<file path="src/rtl/vss_pkg.sv">
package vss_pkg;
  typedef enum logic [1:0] {
    ACC_NONE  = 2'd0,
    ACC_READ  = 2'd1,
    ACC_WRITE = 2'd2
  } acc_e;

  localparam int ST_IDLE  = 7;
  localparam int ST_VBLK  = 6;
  localparam int ST_HBLK  = 5;
  localparam int ST_DRAW  = 0;
endpackage

</file>
<file path="src/rtl/vss_timing.sv">
module vss_timing #(
  parameter int CPL    = 342,
  parameter int LINES  = 262,
  parameter int VB_ROW = 192,
  parameter int HB_COL = 256,
  parameter int COL_W  = $clog2(CPL),
  parameter int ROW_W  = $clog2(LINES)
) (
  input  logic             clk,
  input  logic             rst_n,
  output logic [COL_W-1:0] col,
  output logic [ROW_W-1:0] row,
  output logic             wrap,
  output logic             vblank,
  output logic             hblank
);
  logic [COL_W-1:0] col_d;
  logic [ROW_W-1:0] row_d;

  assign wrap   = (col == COL_W'(CPL - 1));
  assign vblank = (row >= ROW_W'(VB_ROW));
  assign hblank = (col >= COL_W'(HB_COL));

  always_comb begin
    col_d = col + 1'b1;
    row_d = row;
    if (wrap) begin
      col_d = '0;
      row_d = (row == ROW_W'(LINES - 1)) ? '0 : row + 1'b1;
    end
  end

  always_ff @(posedge clk or negedge rst_n) begin
    if (!rst_n) begin
      col <= '0;
      row <= '0;
    end else begin
      col <= col_d;
      row <= row_d;
    end
  end
endmodule

</file>
<file path="src/rtl/vss_deadline.sv">
module vss_deadline #(
  parameter int CPL   = 342,
  parameter int COL_W = 9,
  parameter int OFS_W = 5,
  parameter int DL_W  = 10
) (
  input  logic             clk,
  input  logic             rst_n,
  input  logic             arm,
  input  logic [OFS_W-1:0] ofs,
  input  logic [COL_W-1:0] col,
  input  logic             wrap,
  output logic             eligible
);
  logic [DL_W-1:0] dl_q, dl_d, cand;
  logic            dl_en;

  assign eligible = (DL_W'(col) >= dl_q);
  assign dl_en    = arm | wrap;

  always_comb begin
    cand = arm ? (DL_W'(col) + DL_W'(ofs)) : dl_q;
    dl_d = cand;
    if (wrap) dl_d = (cand >= DL_W'(CPL)) ? (cand - DL_W'(CPL)) : '0;
  end

  always_ff @(posedge clk or negedge rst_n) begin
    if (!rst_n)     dl_q <= '0;
    else if (dl_en) dl_q <= dl_d;
  end
endmodule

</file>
<file path="src/rtl/vss_cpu_port.sv">
module vss_cpu_port
  import vss_pkg::*;
#(
  parameter int ADDR_W = 14
) (
  input  logic              clk,
  input  logic              rst_n,
  input  logic              addr_we,
  input  logic [ADDR_W-1:0] addr_in,
  input  logic              data_we,
  input  logic [7:0]        data_in,
  input  logic              grant,
  input  logic [7:0]        mem_rdata,
  output acc_e              pend,
  output logic [ADDR_W-1:0] addr,
  output logic [7:0]        latch
);
  acc_e              pend_d;
  logic [ADDR_W-1:0] addr_d;
  logic [7:0]        latch_d;
  logic              addr_en, latch_en, pend_en;

  always_comb begin
    pend_d  = pend;
    addr_d  = addr;
    latch_d = latch;
    if (grant) begin
      if (pend == ACC_READ) latch_d = mem_rdata;
      pend_d = ACC_NONE;
      addr_d = addr + 1'b1;
    end
    if (addr_we) begin
      addr_d = addr_in;
      pend_d = ACC_READ;
    end
    if (data_we) begin
      latch_d = data_in;
      pend_d  = ACC_WRITE;
    end
  end

  assign addr_en  = grant | addr_we;
  assign latch_en = (grant & (pend == ACC_READ)) | data_we;
  assign pend_en  = grant | addr_we | data_we;

  always_ff @(posedge clk or negedge rst_n) begin
    if (!rst_n) begin
      pend  <= ACC_NONE;
      addr  <= '0;
      latch <= '0;
    end else begin
      if (pend_en)  pend  <= pend_d;
      if (addr_en)  addr  <= addr_d;
      if (latch_en) latch <= latch_d;
    end
  end
endmodule

</file>
<file path="src/rtl/vram_slot_sched.sv">
module vram_slot_sched
  import vss_pkg::*;
#(
  parameter int CPL          = 342,
  parameter int LINES        = 262,
  parameter int VB_ROW       = 192,
  parameter int HB_COL       = 256,
  parameter int ACCESS_DELAY = 16,
  parameter int DRAW_DLY_W   = 5,
  parameter int ADDR_W       = 14,
  parameter int COL_W        = $clog2(CPL),
  parameter int ROW_W        = $clog2(LINES)
) (
  input  logic                  clk,
  input  logic                  rst_n,
  input  logic                  slot_stb,
  input  logic                  addr_we,
  input  logic [ADDR_W-1:0]     addr_in,
  input  logic                  data_we,
  input  logic [7:0]            data_in,
  input  logic                  draw_req,
  input  logic                  draw_arm,
  input  logic [DRAW_DLY_W-1:0] draw_dly,
  input  logic                  draw_busy,
  input  logic [7:0]            mem_rdata,
  output logic                  cpu_grant,
  output logic                  draw_grant,
  output logic [ADDR_W-1:0]     mem_addr,
  output logic                  mem_we,
  output logic [7:0]            mem_wdata,
  output logic [7:0]            rd_data,
  output logic [7:0]            status,
  output logic [COL_W-1:0]      col,
  output logic [ROW_W-1:0]      row
);
  localparam int DRAW_MAX  = (1 << DRAW_DLY_W) - 1;
  localparam int MAX_OFS   = (ACCESS_DELAY > DRAW_MAX) ? ACCESS_DELAY : DRAW_MAX;
  localparam int DL_W      = $clog2(CPL + MAX_OFS) + 1;
  localparam int CPU_OFS_W = $clog2(ACCESS_DELAY + 1);

  logic wrap, vblank, hblank;
  logic cpu_ok, draw_ok, cpu_arm;
  acc_e pend;

  vss_timing #(
    .CPL(CPL), .LINES(LINES), .VB_ROW(VB_ROW), .HB_COL(HB_COL),
    .COL_W(COL_W), .ROW_W(ROW_W)
  ) u_timing (
    .clk(clk), .rst_n(rst_n), .col(col), .row(row),
    .wrap(wrap), .vblank(vblank), .hblank(hblank)
  );

  assign cpu_arm = addr_we | data_we;

  vss_deadline #(
    .CPL(CPL), .COL_W(COL_W), .OFS_W(CPU_OFS_W), .DL_W(DL_W)
  ) u_cpu_dl (
    .clk(clk), .rst_n(rst_n), .arm(cpu_arm),
    .ofs(CPU_OFS_W'(ACCESS_DELAY)), .col(col), .wrap(wrap),
    .eligible(cpu_ok)
  );

  vss_deadline #(
    .CPL(CPL), .COL_W(COL_W), .OFS_W(DRAW_DLY_W), .DL_W(DL_W)
  ) u_draw_dl (
    .clk(clk), .rst_n(rst_n), .arm(draw_arm),
    .ofs(draw_dly), .col(col), .wrap(wrap),
    .eligible(draw_ok)
  );

  vss_cpu_port #(.ADDR_W(ADDR_W)) u_cpu (
    .clk(clk), .rst_n(rst_n),
    .addr_we(addr_we), .addr_in(addr_in),
    .data_we(data_we), .data_in(data_in),
    .grant(cpu_grant), .mem_rdata(mem_rdata),
    .pend(pend), .addr(mem_addr), .latch(rd_data)
  );

  assign cpu_grant  = slot_stb & (pend != ACC_NONE) & cpu_ok;
  assign draw_grant = slot_stb & draw_req & draw_ok & ~cpu_grant;
  assign mem_we     = (pend == ACC_WRITE);
  assign mem_wdata  = rd_data;

  always_comb begin
    status          = '0;
    status[ST_IDLE] = (pend == ACC_NONE);
    status[ST_VBLK] = vblank;
    status[ST_HBLK] = hblank;
    status[ST_DRAW] = draw_busy;
  end
endmodule

</file>
<file path="config.mk">
export PLATFORM = sky130hd
export DESIGN_NAME = vram_slot_sched
export DESIGN_NICKNAME = d
export VERILOG_FILES = /design/src/rtl/vss_pkg.sv /design/src/rtl/vss_timing.sv /design/src/rtl/vss_deadline.sv /design/src/rtl/vss_cpu_port.sv /design/src/rtl/vram_slot_sched.sv
export SDC_FILE = /design/constraint.sdc
export NUM_CORES = 1
export LEC_CHECK = 0
export BUFFER_PORTS_ARGS = -buffer_cell sky130_fd_sc_hd__buf_2
export CAP_MARGIN = 20
export CORE_MARGIN = 8
export CORE_UTILIZATION = 55
export CTS_BUF_LIST = sky130_fd_sc_hd__clkbuf_8
export DETAILED_ROUTE_END_ITERATION = 8
export GPL_TIMING_DRIVEN = 0
export PLACE_DENSITY_LB_ADDON = 0.08
export RECOVER_POWER = 100
export SLEW_MARGIN = 20
export SYNTH_ARGS = -nofsm -noshare
export SYNTH_HDL_FRONTEND = slang
export SYNTH_HIERARCHICAL = 1
export SYNTH_SLANG_ARGS = --single-unit
export TNS_END_PERCENT = 5
</file>
<file path="constraint.sdc">
create_clock -name clk -period 3.6 [get_ports clk]
set_input_delay 0.36 -clock clk [delete_from_list [all_inputs] [get_ports clk]]
set_output_delay 0.36 -clock clk [all_outputs]
set_load 0.02 [all_outputs]
</file>
==> summary.txt <==
Fill cell count: 776
Register area: 1550 um^2
Die Span Y: 111 um
WS Path Type: flop to flop
Required @ worst endpoint: 3.86 ns
Die Area: 12,300 um^2
Final ANT Viol Nets: 0
CP Launch Type: flop
Vias after detailed routing: 4,585
Critical Path Max Stage Delay: 0.50 ns
Total Wirelength: 13,100 um
Clock sinks: 62
Multi-input gate area: 3100 um^2
Post-layout min period: 3.31 ns
Crit share post-route: 0.918
I/O pin cnt: 102
Largest net degree at the start of global routing: 41
Max_slew headroom: 0.155
Pwr per Cell Area: 341 nW/um^2
Setup TNS Final: 0 ns
Clk buf depth: 2
CTS H-tree depth: 3
Final WS setup: 0.294 ns
Antenna cells: 0
Initial antenna violation count: 0
Syn Std Cell Area: 4970 um^2
Port Buffers: 95
Synthesis-to-layout area growth: 16.5%
Worst path slowest cell: dfrtp_2
Outcome: finished clean
Setup repair after global routing missed its margin: false
Register area share after synthesis: 0.312
DRT iter0 DRCs: 245
Skew final: 0.00958 ns
Clk slew on worst S/H paths: 0.08 ns
Crit path max-delay family: compound AO/OA/AOI/OAI gates
Pre-antenna DRT Iters: 5
Vias in the first global route: 4,553
Syn_area_per_cell: 8.92 um^2
Worst hold path type: input port to flop
Placeable Area: 8760 um^2
Wire per inst: 16.7 um
Most frequent cells in the layout: 63 x clkbuf_1, 61 x dfrtp_1, 58 x nand2_1
Row count: 34
Flip-flop and latch count after synthesis: 62
Yosys cell types: 86
Arr. time, crit path: 3.56 ns
Worst slack at placement: -0.153 ns
Worst vdd ir: 0.000401 V
Measured slew at the worst slew-check pin: 1.27 ns
Max_cap viols: 0
Initial core utilization: 0.567
Die width: 111 um
Most used DFF post-synth: dfrtp_1
Gr usage total: 0.206
Crit path cell chain: inv_1, ha_1, nand2b_1, a21o_1, a21o_1, a211oi_1, o21ai_0, o211ai_1, a211oi_2, o21ai_1, nor2_2, and4_1, or4b_1, xor2_1, o21ai_0
Crit Path Max Fanout: 10
Design Power: 0.00197 W
P_leak: 2.63 nW
Endpoint class of the critical path: flop
Gpl congestion: 0.868
CTS root buffer: clkbuf_8
Critical path buffer and inverter count: 1
FFs w/ async S/R, synth: 1.00
Syn. warnings: 6
Commonest non-fill, non-tap cell in the layout: clkbuf_1
Top achievable clock speed: 0.302 GHz
Vias per std cell: 5.83
DP HPWL: 9940 um
Drt drc: 0
Clk Latency, worst-skew pair: 0.34 ns
Final Setup Violations: 0
Max-slew violations: 0
Cts bufs inserted: 9
CTS tree: built
Global-route wire length before repair: 21,800 um
Synth Instances: 557
Final Util: 0.661
Number of enable flip-flop cells after synthesis: 0
Final nets: 755
Grt ovf: 0
Layout cells sized above 1: 0.168
Final hold vios: 0
state kept, by name, summed over array words and instances (netlist names):
register / count
u_cpu/addr: 14
u_cpu/latch: 8
u_draw_dl/dl_q: 10
u_timing/col: 9
u_cpu_dl/dl_q: 10
u_cpu/pend: 2
u_timing/row: 9
routing by layer:
metal,GRT usage,vias to the layer above,part of all wire
met4,0.0596,0,0.011
met5,0,-,0
met3,0.0427,12,0.047
met1,0.244,2233,0.45
met2,0.366,96,0.50
li1,-,2244,-
Yosys cell counts (3+ instances only):
library cell | instances | area [um^2]
a21o_1 | 12 | 90.1
o21ai_2 | 4 | 35.0
and4_1 | 3 | 26.3
a211o_1 | 3 | 26.3
ha_1 | 37 | 463
o21ai_0 | 38 | 190
a211oi_1 | 10 | 75.1
o22ai_1 | 7 | 43.8
mux2i_1 | 19 | 190
nor3b_1 | 3 | 22.5
buf_2 | 4 | 20.0
o31ai_1 | 4 | 30.0
nand2b_1 | 8 | 50.1
nor2b_1 | 4 | 25.0
a211oi_2 | 4 | 50.1
nand3_1 | 18 | 90.1
nand4_1 | 11 | 68.8
nor3_1 | 6 | 30.0
a221o_1 | 3 | 30.0
o221ai_1 | 3 | 26.3
nand2_1 | 58 | 218
nor2_1 | 38 | 143
o21a_1 | 4 | 30.0
dfrtp_1 | 62 | 1550
a21oi_1 | 19 | 95.1
o2bb2ai_1 | 3 | 26.3
xor2_1 | 12 | 105
xnor2_1 | 11 | 96.3
nand3b_1 | 3 | 22.5
and2_1 | 4 | 25.0
and3_1 | 3 | 18.8
inv_1 | 37 | 139
mux2_2 | 3 | 33.8
clkbuf_1 | 9 | 33.8
o21ai_1 | 4 | 20.0
buf_4 | 17 | 128
nor4_1 | 4 | 25.0
o211ai_1 | 6 | 45.0
per-stage QoR:
step / hold WS [ns] / std cells / instance area [um^2]
floorplan: 0.0644 / 565 / 5000
global placement: 0.485 / 768 / 5610
detailed placement: 0.284 / 769 / 5630
CTS: 0.217 / 786 / 5890
global route: 0.221 / 786 / 5790
finish: 0.231 / 786 / 5790
power by group:
| group | leakage, nW | switching [W] | internal, W |
|---|---|---|---|
| Combinational | 1.73 | 0.000259 | 0.000168 |
| Clock | 0.124 | 0.000299 | 0.000464 |
| Sequential | 0.774 | 0.0000426 | 0.000740 |
| Total | 2.63 | 0.000601 | 0.00137 |
final cells by class:
cell class,count,area share
repair buffers,97,0.0728
inverters,39,0.0255
plain buffers,30,0.0316
multi-input cells,434,0.536
clock buffers,9,0.0214
clock inverters,7,0.0210
flip-flops and latches,62,0.268
well taps,108,0.0233
timing repair:
item | CTS | global route
buffers inserted | 0 | 0
resized for setup | 2 | 8
hold endpoints to repair | 22 | 0
hold buffers | 1 | 0
setup endpoints to repair | 11 | 14
path summary, 6_finish.rpt:
kind | depth (start not counted) | start | to | slack (ns)
min in group asynchronous | 2 | rst_n | u_draw_dl/dl_q[5] | 0.82
worst max register to register | 15 | u_timing/col[0] | u_cpu/addr[12] | 0.29
worst min-delay path | 3 | addr_in[1] | u_cpu/addr[1] | 0.23
worst min register to register | 2 | u_cpu/latch[0] | u_cpu/latch[0] | 0.51
max in group asynchronous | 3 | rst_n | u_timing/col[0] | 1.06
worst max-delay path | 15 | u_timing/col[0] | u_cpu/addr[12] | 0.29
logic make-up after synthesis:
| family | count (synthesis) | synth area share |
|---|---|---|
| XOR/XNOR | 23 | 0.0405 |
| flip-flops | 62 | 0.312 |
| buffers and inverters | 69 | 0.0662 |
| multiplexers | 25 | 0.0549 |
| AND/OR/NAND/NOR | 181 | 0.190 |
| other | 2 | 0.00151 |
| adder cells (fa/ha/maj) | 39 | 0.101 |
| AO/OA/AOI/OAI | 156 | 0.233 |
worst reg2reg max path, delay by kind of cell (launching register included):
kind,cells,cell delay [ns]
AO/OA/AOI/OAI,8,1.20
AND/OR/NAND/NOR,4,1.04
flip-flops,1,0.50
adder cells (fa/ha/maj),1,0.27
XOR/XNOR,1,0.16
buffers and inverters,1,0.08
(Power assumes the default switching activity.)
